==> src/rtl/dcmp_pkg.sv <==
package dcmp_pkg;
  localparam int unsigned REG_W   = 32;
  localparam int unsigned BIT_EN  = 0;
  localparam int unsigned BIT_IE  = 1;
  localparam int unsigned BIT_HY  = 2;
  localparam int unsigned BIT_NS  = 4;
  localparam int unsigned BIT_INV = 6;

  typedef struct packed {
    logic inv;
    logic nsel;
    logic hyst;
    logic ie;
    logic en;
  } ctl_t;

  function automatic ctl_t ctl_from_word(logic [REG_W-1:0] w);
    ctl_t c;
    c.en   = w[BIT_EN];
    c.ie   = w[BIT_IE];
    c.hyst = w[BIT_HY];
    c.nsel = w[BIT_NS];
    c.inv  = w[BIT_INV];
    return c;
  endfunction

  function automatic logic [REG_W-1:0] ctl_to_word(ctl_t c);
    logic [REG_W-1:0] w;
    w          = '0;
    w[BIT_EN]  = c.en;
    w[BIT_IE]  = c.ie;
    w[BIT_HY]  = c.hyst;
    w[BIT_NS]  = c.nsel;
    w[BIT_INV] = c.inv;
    return w;
  endfunction
endpackage

==> src/rtl/dcmp_sync.sv <==
module dcmp_sync #(
  parameter int unsigned W      = 2,
  parameter int unsigned STAGES = 2
) (
  input  logic         clk,
  input  logic         rst_n,
  input  logic [W-1:0] d,
  output logic [W-1:0] q
);
  logic [W-1:0] stage_q [STAGES];

  always_ff @(posedge clk) begin
    if (!rst_n) begin
      for (int k = 0; k < int'(STAGES); k++) stage_q[k] <= '0;
    end else begin
      stage_q[0] <= d;
      for (int k = 1; k < int'(STAGES); k++) stage_q[k] <= stage_q[k-1];
    end
  end

  assign q = stage_q[STAGES-1];
endmodule

==> src/rtl/dcmp_chan.sv <==
module dcmp_chan (
  input  logic clk,
  input  logic rst_n,
  input  logic en,
  input  logic inv,
  input  logic ie,
  input  logic s_in,
  input  logic clr,
  output logic co,
  output logic flag,
  output logic req
);
  logic co_q, en_q, flag_q, evt;

  // processed output: inversion first, then gated by enable
  assign co  = en & (s_in ^ inv);
  // a change counts only when enabled in both this and the previous cycle
  assign evt = en & en_q & (co ^ co_q);

  always_ff @(posedge clk) begin
    if (!rst_n) begin
      co_q   <= 1'b0;
      en_q   <= 1'b0;
      flag_q <= 1'b0;
    end else begin
      co_q <= co;
      en_q <= en;
      if (evt)      flag_q <= 1'b1;  // set beats clear
      else if (clr) flag_q <= 1'b0;
    end
  end

  assign flag = flag_q;
  assign req  = flag_q & ie;
endmodule

==> src/rtl/dual_cmp_csr.sv <==
module dual_cmp_csr
  import dcmp_pkg::*;
#(
  parameter  int unsigned NCH         = 2,
  parameter  int unsigned SYNC_STAGES = 2,
  localparam int unsigned AW          = $clog2(NCH + 1)
) (
  input  logic             clk,
  input  logic             rst_n,
  input  logic [AW-1:0]    bus_addr,
  input  logic             bus_wr,
  input  logic [REG_W-1:0] bus_wdata,
  output logic [REG_W-1:0] bus_rdata,
  input  logic [NCH-1:0]   cmp_raw,
  output logic [NCH-1:0]   cmp_en,
  output logic [NCH-1:0]   cmp_hyst,
  output logic [NCH-1:0]   cmp_nsel,
  output logic             irq
);
  localparam logic [AW-1:0] STAT_ADDR = AW'(NCH);

  ctl_t           ctl_q [NCH];
  logic [NCH-1:0] sync_w, co_w, flag_w, req_w, ie_w, clr_w;
  logic           stat_wr;
  logic           unused_wbits;

  assign unused_wbits = ^bus_wdata;
  assign stat_wr      = bus_wr && (bus_addr == STAT_ADDR);

  dcmp_sync #(.W(NCH), .STAGES(SYNC_STAGES)) u_sync (
    .clk(clk), .rst_n(rst_n), .d(cmp_raw), .q(sync_w)
  );

  for (genvar i = 0; i < int'(NCH); i++) begin : g_ch
    always_ff @(posedge clk) begin
      if (!rst_n) ctl_q[i] <= '0;
      else if (bus_wr && bus_addr == AW'(i)) ctl_q[i] <= ctl_from_word(bus_wdata);
    end

    assign clr_w[i]    = stat_wr & bus_wdata[i];
    assign cmp_en[i]   = ctl_q[i].en;
    assign cmp_hyst[i] = ctl_q[i].hyst;
    assign cmp_nsel[i] = ctl_q[i].nsel;
    assign ie_w[i]     = ctl_q[i].ie;

    dcmp_chan u_chan (
      .clk(clk), .rst_n(rst_n),
      .en(ctl_q[i].en), .inv(ctl_q[i].inv), .ie(ctl_q[i].ie),
      .s_in(sync_w[i]), .clr(clr_w[i]),
      .co(co_w[i]), .flag(flag_w[i]), .req(req_w[i])
    );
  end

  assign irq = |req_w;

  always_comb begin
    bus_rdata = '0;
    for (int i = 0; i < int'(NCH); i++) begin
      if (bus_addr == AW'(i)) bus_rdata = ctl_to_word(ctl_q[i]);
    end
    if (bus_addr == STAT_ADDR) begin
      bus_rdata[NCH-1:0]     = flag_w;
      bus_rdata[2*NCH-1:NCH] = co_w;
    end
  end
endmodule

==> config.mk <==
export PLATFORM = sky130hd
export DESIGN_NAME = dual_cmp_csr
export DESIGN_NICKNAME = d
export VERILOG_FILES = /design/src/rtl/dcmp_pkg.sv /design/src/rtl/dcmp_sync.sv /design/src/rtl/dcmp_chan.sv /design/src/rtl/dual_cmp_csr.sv
export SDC_FILE = /design/constraint.sdc
export NUM_CORES = 1
export LEC_CHECK = 0
export ABC_AREA = 0
export BUFFER_PORTS_ARGS = -buffer_cell sky130_fd_sc_hd__buf_2
export CORE_ASPECT_RATIO = 0.8
export CORE_UTILIZATION = 41
export DETAILED_ROUTE_END_ITERATION = 10
export PLACE_DENSITY_LB_ADDON = 0.15
export SYNTH_ARGS = -nofsm -noshare
export SYNTH_HDL_FRONTEND = slang
export SYNTH_SLANG_ARGS = --single-unit
==> constraint.sdc <==
create_clock -name clk -period 1.51 [get_ports clk]
set_input_delay 0.151 -clock clk [delete_from_list [all_inputs] [get_ports clk]]
set_output_delay 0.151 -clock clk [all_outputs]
set_load 0.01 [all_outputs]
; ---- After elaboration in Yosys (flattened, before gate mapping)
; Memory sizes are Yosys's and may differ from the RTL's.
; Cells that the tools add are included.
[word_totals]
ff_bits = 6
mem_bits_rw = 14
inputBits = 39
elab_cells = 54
mem_count = 2
[classes]
eq_ne = 2
n_mux = 19
bitwise = 18
reduce_logical = 7
[mem_list]
columns = memory, depth, word_bits, rd, rd_ports_with_merged_regs, write_ports, line_no
row1 = ctl_q, 2, 5, 2, 0, 2, dual_cmp_csr.sv:22  ; ctl_t ctl_q [NCH];
row2 = u_sync.stage_q, 2, 2, 2, 0, 2, dcmp_sync.sv:10  ; logic [W-1:0] stage_q [STAGES];
[ops]
columns = op, count
row1 = 32-bit 2-to-1 mux, 1
row2 = 1-bit 2-to-1 mux, 12
row3 = 1-bit AND, 10
row4 = 5-bit 2-to-1 mux, 2
row5 = 7-bit 2-to-1 mux, 1
row6 = 2-bit 2-to-1 mux, 2
row7 = 4-bit 2-to-1 mux, 1
row8 = 1-bit OR, 4
row9 = 2-bit nonzero test, 2
row10 = 1-bit XOR, 4
row11 = 1-bit logical AND, 3
row12 = 2-bit by 1-bit == test with 1-bit output (second input constant), 1
row13 = 2-bit == test (second input constant), 1
row14 = 2-bit logical NOT, 1
row15 = 2-bit OR reduction, 1

; ---- Longest topological paths before layout
; Gate-level depths: netlist of the first run.
[logic_depth]
ltp_word = 6
mapped_depth = 3

; ---- Hierarchy
; A second synthesis of the first run with hierarchy kept.
[unflattened]
hier_cells = 116
area_unflattened_um2 = 1181.1
[by_module_without_submodules]
columns = module, n_inst, cells_each, area_each_um2, seq_area_each_um2
row1 = dual_cmp_csr, 1, 82, 793.3, 300.3
row2 = dcmp_chan, 2, 12, 133.9, 60.1
row3 = dcmp_sync, 1, 10, 120.1, 80.1

; ---- Worst setup path after synthesis of the first run
; Ideal clock, no wire load.
[synth_path]
path_type = input to register
start = in bus_addr[1]
end = mem ctl_q[1][0] in the netlist's numbering (enable)
arrival_ns = 0.861
slack_ns = 0.275
stages = 3
path_cell_list = buf_2 nand2b_1 o21ai_0
[synth_rtl]
columns = element, line_no
row1 = "start, declared", dual_cmp_csr.sv:10  ; input logic [AW-1:0] bus_addr,
row2 = "end, declared", dual_cmp_csr.sv:22

==> results by group, run 1 <==
Run status
  – Status: complete, no violations

STA
  – F_max: slightly above 0.7 GHz
  – Hold Vio Cnt, Final: 0
  – Setup TNS: 0 ns
  – Final min period: 1.420 ns
  – Period Utilization, post-route: 94.02%
  – WHS: 0.04079 ns
  – Fin. max-slew vios: 0
  – Worst Skew: about 0.016 ns
  – RSZ-0062 raised after global routing: no
  – # setup viols final: 0

Worst setup path
  – Worst EP arrival: roughly 1.3 ns
  – WP depth: 3
  – Setup crit end kind: output port
  – CP Data Required Time: about 1.4 ns
  – CP max stage cell: edfxtp_1
  – CP bufs+invs: 1
  – FF-to-FF setup slack: 0.34 ns
  – Critical path class: reg2out
  – Crit start category: register
  – CP delay by family, top: flip-flops
  – Worst path cell trace: xor2_1, and3_1, buf_2
  – FF-to-FF path depth: 3
  – Worst path max stage delay: 0.46 ns
  – Max Fanout on Critical Path: 3

Finish
  – P&R area growth vs syn: 10.26%
  – Layout Cells excl Fill: about 160
  – Final Net Count: approximately 170
  – N_diodes: 0
  – Final core utilization: between 40% and 50%
  – Share of layout cells above drive strength 1: 27.56%

Floorplan
  – Die area: 2952 um^2
  – Top Ports: 78
  – Die Wd: about 60 um
  – CORE AREA: between 2000 and 3000 um^2
  – Initial Util: approximately 44%
  – Die Y: approximately 49 um
  – Rows: 16

Logic synthesis
  – Sequential share of the synthesized area: ~45%
  – Mean post-synth cell area: approximately 11 um^2
  – Mapped Cells: 102
  – Library cells used by synthesis: 27
  – Synth Flop Type: edfxtp_1
  – Post-synth ARST share: 0%
  – Yosys warns: 0
  – Seq cells post-synth: 20
  – Post-synth top area share: about 27%
  – Post-Syn Area: between 1000 and 1500 um^2
  – Post-synth EDFFs: 10
  – Ranking of synthesized cells by area: edfxtp_1 (27%), buf_4 (19%), dfxtp_1 (18%)
  – Cell taking the most area after synthesis: edfxtp_1

CTS
  – Root buf cell: clkbuf_4
  – Cts hold-fix bufs: 0
  – CTS buffer count: 3
  – Worst-path clk slew: between 0.1 and 0.15 ns
  – Clock Latency Late Sink: just over 0.3 ns
  – Clock tree buffer depth: 2
  – CTS tree: yes
  – H-tree lvl count: 1
  – Clock sinks: 20

Power
  – Combinational group share of total power: 14.6%
  – Sw power: between 0.2 and 0.3 mW
  – Internal Power: around 0.95 mW
  – Switching Fraction: between 20% and 30%
  – Power Density: ~1000 nW/um^2
  – Clock power share: a little over a third
  – Leakage: 0.5923 nW
  – Seq pwr share: between 50% and 60%
  – Maximum vdd ir drop: approximately 0.5 mV

Hold path
  – Worst hold path depth: 2
  – Hold Crit Class: in2reg

Global route
  – First-pass GRT wire length: just under 3000 um
  – Initial antenna violation count: 0
  – GRT overflow: 0
  – Pin count of the biggest net entering global routing: 15
  – Total track usage: 13.89%
  – Vias in the first global route: a little over 600

Place
  – Gpl congestion: approximately 0.77
  – Post-DP HPWL: ~1400 um
  – DP Cell Count: ~160
  – Port Buf Inserts: 24

Detailed routing
  – Number of vias per cell: around 4.3
  – First DRT Iteration DRCs: 19
  – DR vias: 696
  – Post-Route WL: 1830 um
  – WL/cell: between 10 and 15 um
  – Antenna-violating nets left: 0
  – Drt pass-1 iters: 3
  – Drc violations: 0

Flow run
  – Max-cap violation count: 0
==> placed cells by master (no fill, tap or decap), types with 2 or more instances in the layout <==
master / instances
nand2_1: 2
buf_4: 3
and4b_1: 3
o2bb2ai_1: 2
conb_1: 26
o22ai_2: 2
dfxtp_1: 10
clkbuf_4: 3
xnor3_1: 2
mux2i_1: 5
edfxtp_1: 10
and2_1: 17
o21ai_0: 2
nand3_1: 2
nor2_1: 2
buf_2: 24
==> logic make-up after synthesis <==
family                 share of synthesized area [%]
AO/OA/AOI/OAI                                  6.021
XOR/XNOR                                       5.574
buffers and inverters                          20.51
flip-flops                                     44.59
multiplexers                                   4.459
other                                         0.3341
AND/OR/NAND/NOR                                18.51
==> synth_stat cells, types with 2 or more instances <==
| cell | n |
|---|---|
| and2_1 | 17 |
| and4b_1 | 3 |
| buf_4 | 29 |
| dfxtp_1 | 10 |
| edfxtp_1 | 10 |
| mux2i_1 | 5 |
| nand2_1 | 2 |
| nand3_1 | 2 |
| nor2_1 | 2 |
| o21ai_0 | 2 |
| o22ai_2 | 2 |
| o2bb2ai_1 | 2 |
| xnor3_1 | 2 |
==> sequential cells by signal, summed over array words and instances (netlist names) <==
name / cells
ctl_q: 10
g_ch.u_chan.co_q: 2
g_ch.u_chan.en_q: 2
g_ch.u_chan.flag: 2
u_sync.stage_q: 4
==> per-stage QoR <==
stage                     power [mW]  setup slack, ns  area [um^2]
after floorplan               0.8085           0.2750         1216
after global placement        0.8126           0.3739         1170
after detailed placement      0.8161           0.3593         1170
after CTS                      1.254          0.06173         1222
after global routing           1.306         0.003572         1237
final                          1.244          0.09034         1237
==> cell type report <==
type | instances | area [um^2]
timing repair buffer | 27 | 142.6
clock buffer | 3 | 22.52
tap | 36 | 45.04
inverter | 1 | 3.754
sequential | 20 | 500.5
clock inverter | 1 | 30.03
fill | 260 | 1285
multi-input combinational | 75 | 493.0
==> power by group through the flow <==
stage / clock network (mW) / logic [mW] / registers (mW)
2_1_floorplan: 0 / 0.172 / 0.637
3_3_place_gp: 0 / 0.175 / 0.637
3_5_place_dp: 0 / 0.177 / 0.639
4_1_cts: 0.450 / 0.178 / 0.627
5_1_grt: 0.473 / 0.203 / 0.631
6_report: 0.436 / 0.182 / 0.626
==> per-layer routing <==
metal	share of wire, %	global-route usage [%]	vias to the layer above
met5	0	0	-
met4	0.55	2.273	0
met3	5.9	5.570	2
met2	47	21.06	28
met1	47	18.92	323
li1	-	-	343
==> repair_timing <==
item                       in CTS  in global routing
setup buffers                   0                  1
gates resized for setup         0                  1
setup endpoints to repair       0                  1
==> worst paths after layout <==
check	endpoint	from
setup reg to reg	g_ch[0].u_chan.flag	ctl_q[0][4]
hold reg to reg	u_sync.stage_q[0][3]	u_sync.stage_q[0][1]
setup / recovery	bus_rdata[3]	ctl_q[1][4]
hold / removal	u_sync.stage_q[0][1]	cmp_raw[1]
(Power assumes the default switching activity.)
==> inputs of run 2 (changes only) <==
--- a/config.mk
+++ b/config.mk
@@ -8,7 +8,7 @@
 export ABC_AREA = 0
 export BUFFER_PORTS_ARGS = -buffer_cell sky130_fd_sc_hd__buf_2
 export CORE_ASPECT_RATIO = 0.8
-export CORE_UTILIZATION = 41
+export CORE_UTILIZATION = 44
 export DETAILED_ROUTE_END_ITERATION = 10
 export PLACE_DENSITY_LB_ADDON = 0.15
 export SYNTH_ARGS = -nofsm -noshare
==> constraint.sdc (replaced) <==
create_clock -name clk -period 1.8 [get_ports clk]
set_input_delay 0.18 -clock clk [delete_from_list [all_inputs] [get_ports clk]]
set_output_delay 0.18 -clock clk [all_outputs]
set_load 0.01 [all_outputs]
==> run 2 against run 1 <==
Final cell count decreased by 1.2%; worst setup slack better by 0.25 ns; utilization grew 3.8 points; via count is 2.6% higher; critical path type unchanged.
==> results by group, run 2 (same netlist as run 1, synthesis figures left out) <==
Finish
  – Max reg flops: 10
  – Final Net Count: ~170
  – Final core utilization: between 50% and 60%
  – FF+latch area: 500.5 um^2
  – Biggest regs: ctl_q x10, u_sync.stage_q x4
  – # fillers: between 200 and 250
  – Share of layout cells above drive strength 1: around a quarter
  – P&R area growth vs syn: 7.023%
  – Most flops, register: ctl_q
  – Most common cell after layout, fill and taps aside: conb_1
  – Commonest non-fill, non-tap cells in the layout: conb_1 (26), buf_2 (24), and2_1 (17)
  – N_diodes: 0
  – Footprint of the multi-input gates: around 500 um^2
  – Final Instance Area: 1201 um^2

STA
  – Worst Skew: ~0.0073 ns
  – RSZ-0062 raised after global routing: no
  – Period Utilization, post-route: about four fifths
  – # setup viols final: 0
  – Final min period: between 1 and 1.5 ns
  – Fin. max-slew vios: 0
  – F_max: just under 0.7 GHz
  – Hold Vio Cnt, Final: 0
  – Final setup margin: ~0.34 ns
  – Setup TNS: 0 ns

Floorplan
  – Die Y: 47.18 um
  – Rows: 15
  – Top Ports: roughly 80
  – CORE AREA: roughly 2300 um^2
  – Initial Util: about half
  – Die area: about 2800 um^2
  – Die Wd: ~58 um

Detailed routing
  – Drc violations: 0
  – First DRT Iteration DRCs: 12
  – Drt pass-1 iters: 2
  – WL/cell: between 10 and 15 um
  – DR vias: 714
  – Number of vias per cell: around 4.4
  – Post-Route WL: between 1500 and 2000 um
  – Antenna-violating nets left: 0

Power
  – Internal Power: approximately 0.65 mW
  – Seq pwr share: just under 60%
  – Sw power: about 0.24 mW
  – Maximum vdd ir drop: between 0.3 and 0.4 mV
  – Power Density: 740.6 nW/um^2
  – Leakage: between 0.5 and 0.6 nW
  – Clock power share: 24.1%
  – Switching Fraction: 26.58%
  – Combinational group share of total power: around 17%

CTS
  – CTS tree: yes
  – Cts hold-fix bufs: 0
  – Setup Buffers After CTS: 0
  – Worst-path clk slew: 0.11 ns
  – H-tree lvl count: 1
  – Clock sinks: 20
  – Root buf cell: clkbuf_4
  – Clock tree buffer depth: 2
  – CTS buffer count: 3
  – Post-CTS Resized: 0
  – Clock Latency Late Sink: about 0.30 ns

Worst setup path
  – Setup crit end kind: output port
  – Worst path cell trace: xnor2_1, o22ai_1, buf_2
  – Worst EP arrival: roughly 1.3 ns
  – CP max stage cell: edfxtp_1
  – Crit start category: register
  – CP bufs+invs: 1
  – Critical path class: reg2out
  – Worst path max stage delay: 0.48 ns
  – CP Data Required Time: 1.62 ns
  – Max Fanout on Critical Path: 3
  – CP delay by family, top: flip-flops

Place
  – Port Buf Inserts: 24
  – Post-DP HPWL: about 1400 um
  – Pre-CTS WS: around 0.52 ns
  – Gpl congestion: 0.7358
  – Post-DP Area: 1175 um^2

Global route
  – Routing usage on met2: about a quarter
  – GRT overflow: 0
  – Total track usage: between 10 and 15%
  – Met3 Usage GRT: about 3.3%
  – Pin count of the biggest net entering global routing: 15
  – Vias in the first global route: between 600 and 700
  – Global route hottest layer: met2
  – First-pass GRT wire length: about 2800 um
  – Initial antenna violation count: 0
  – Global-route met1 utilization: ~18%

Flow run
  – Max-cap violation count: 0

Run status
  – Status: complete, no violations

Hold path
  – Hold Crit Class: in2reg
==> run 2: cell types whose count changed in the layout (fill, tap and decap cells not counted) <==
cell and delta:
clkinv_1 +1, xnor2_1 +1, xnor2_2 -1, bufinv_16 -1
==> run 2: stage by stage <==
stage,cells,power (mW),hold slack (ns)
final,161,0.8896,0.09069
after global routing,161,0.9368,0.07637
after CTS,161,0.8989,0.08157
after detailed placement,157,0.6863,0.3954
after global placement,157,0.6831,0.3916
after floorplan,127,0.6783,0.3073
==> run 2: power groups by stage <==
stage	sequential, mW	combinational (mW)	clock, mW
3_5_place_dp	0.535	0.151	0
3_3_place_gp	0.535	0.149	0
5_1_grt	0.528	0.168	0.241
4_1_cts	0.525	0.152	0.222
2_1_floorplan	0.534	0.144	0
6_report	0.524	0.151	0.214
==> run 2: routing by layer <==
layer | up-vias | part of all wire, %
li1 | 342 | -
met1 | 341 | 45
met2 | 29 | 49
met3 | 2 | 4.9
met4 | 0 | 1.1
met5 | - | 0
==> run 2: area by class of cell <==
cell class,instances,area share (%)
tap,34,3.542
multi-input combinational,75,40.42
timing repair buffer,27,11.88
inverter,1,0.3125
sequential,20,41.67
clock buffer,3,1.875
clock inverter,1,0.3125
==> run 2: worst paths after layout <==
check / from / endpoint / slack, ns / cells past startpoint
max: ctl_q[0][4] / bus_rdata[2] / 0.34 / 3
min reg2reg: u_sync.stage_q[0][1] / u_sync.stage_q[0][3] / 0.45 / 1
max reg2reg: ctl_q[1][4] / g_ch[1].u_chan.flag / 0.77 / 2
min: cmp_raw[0] / u_sync.stage_q[0][0] / 0.09 / 2
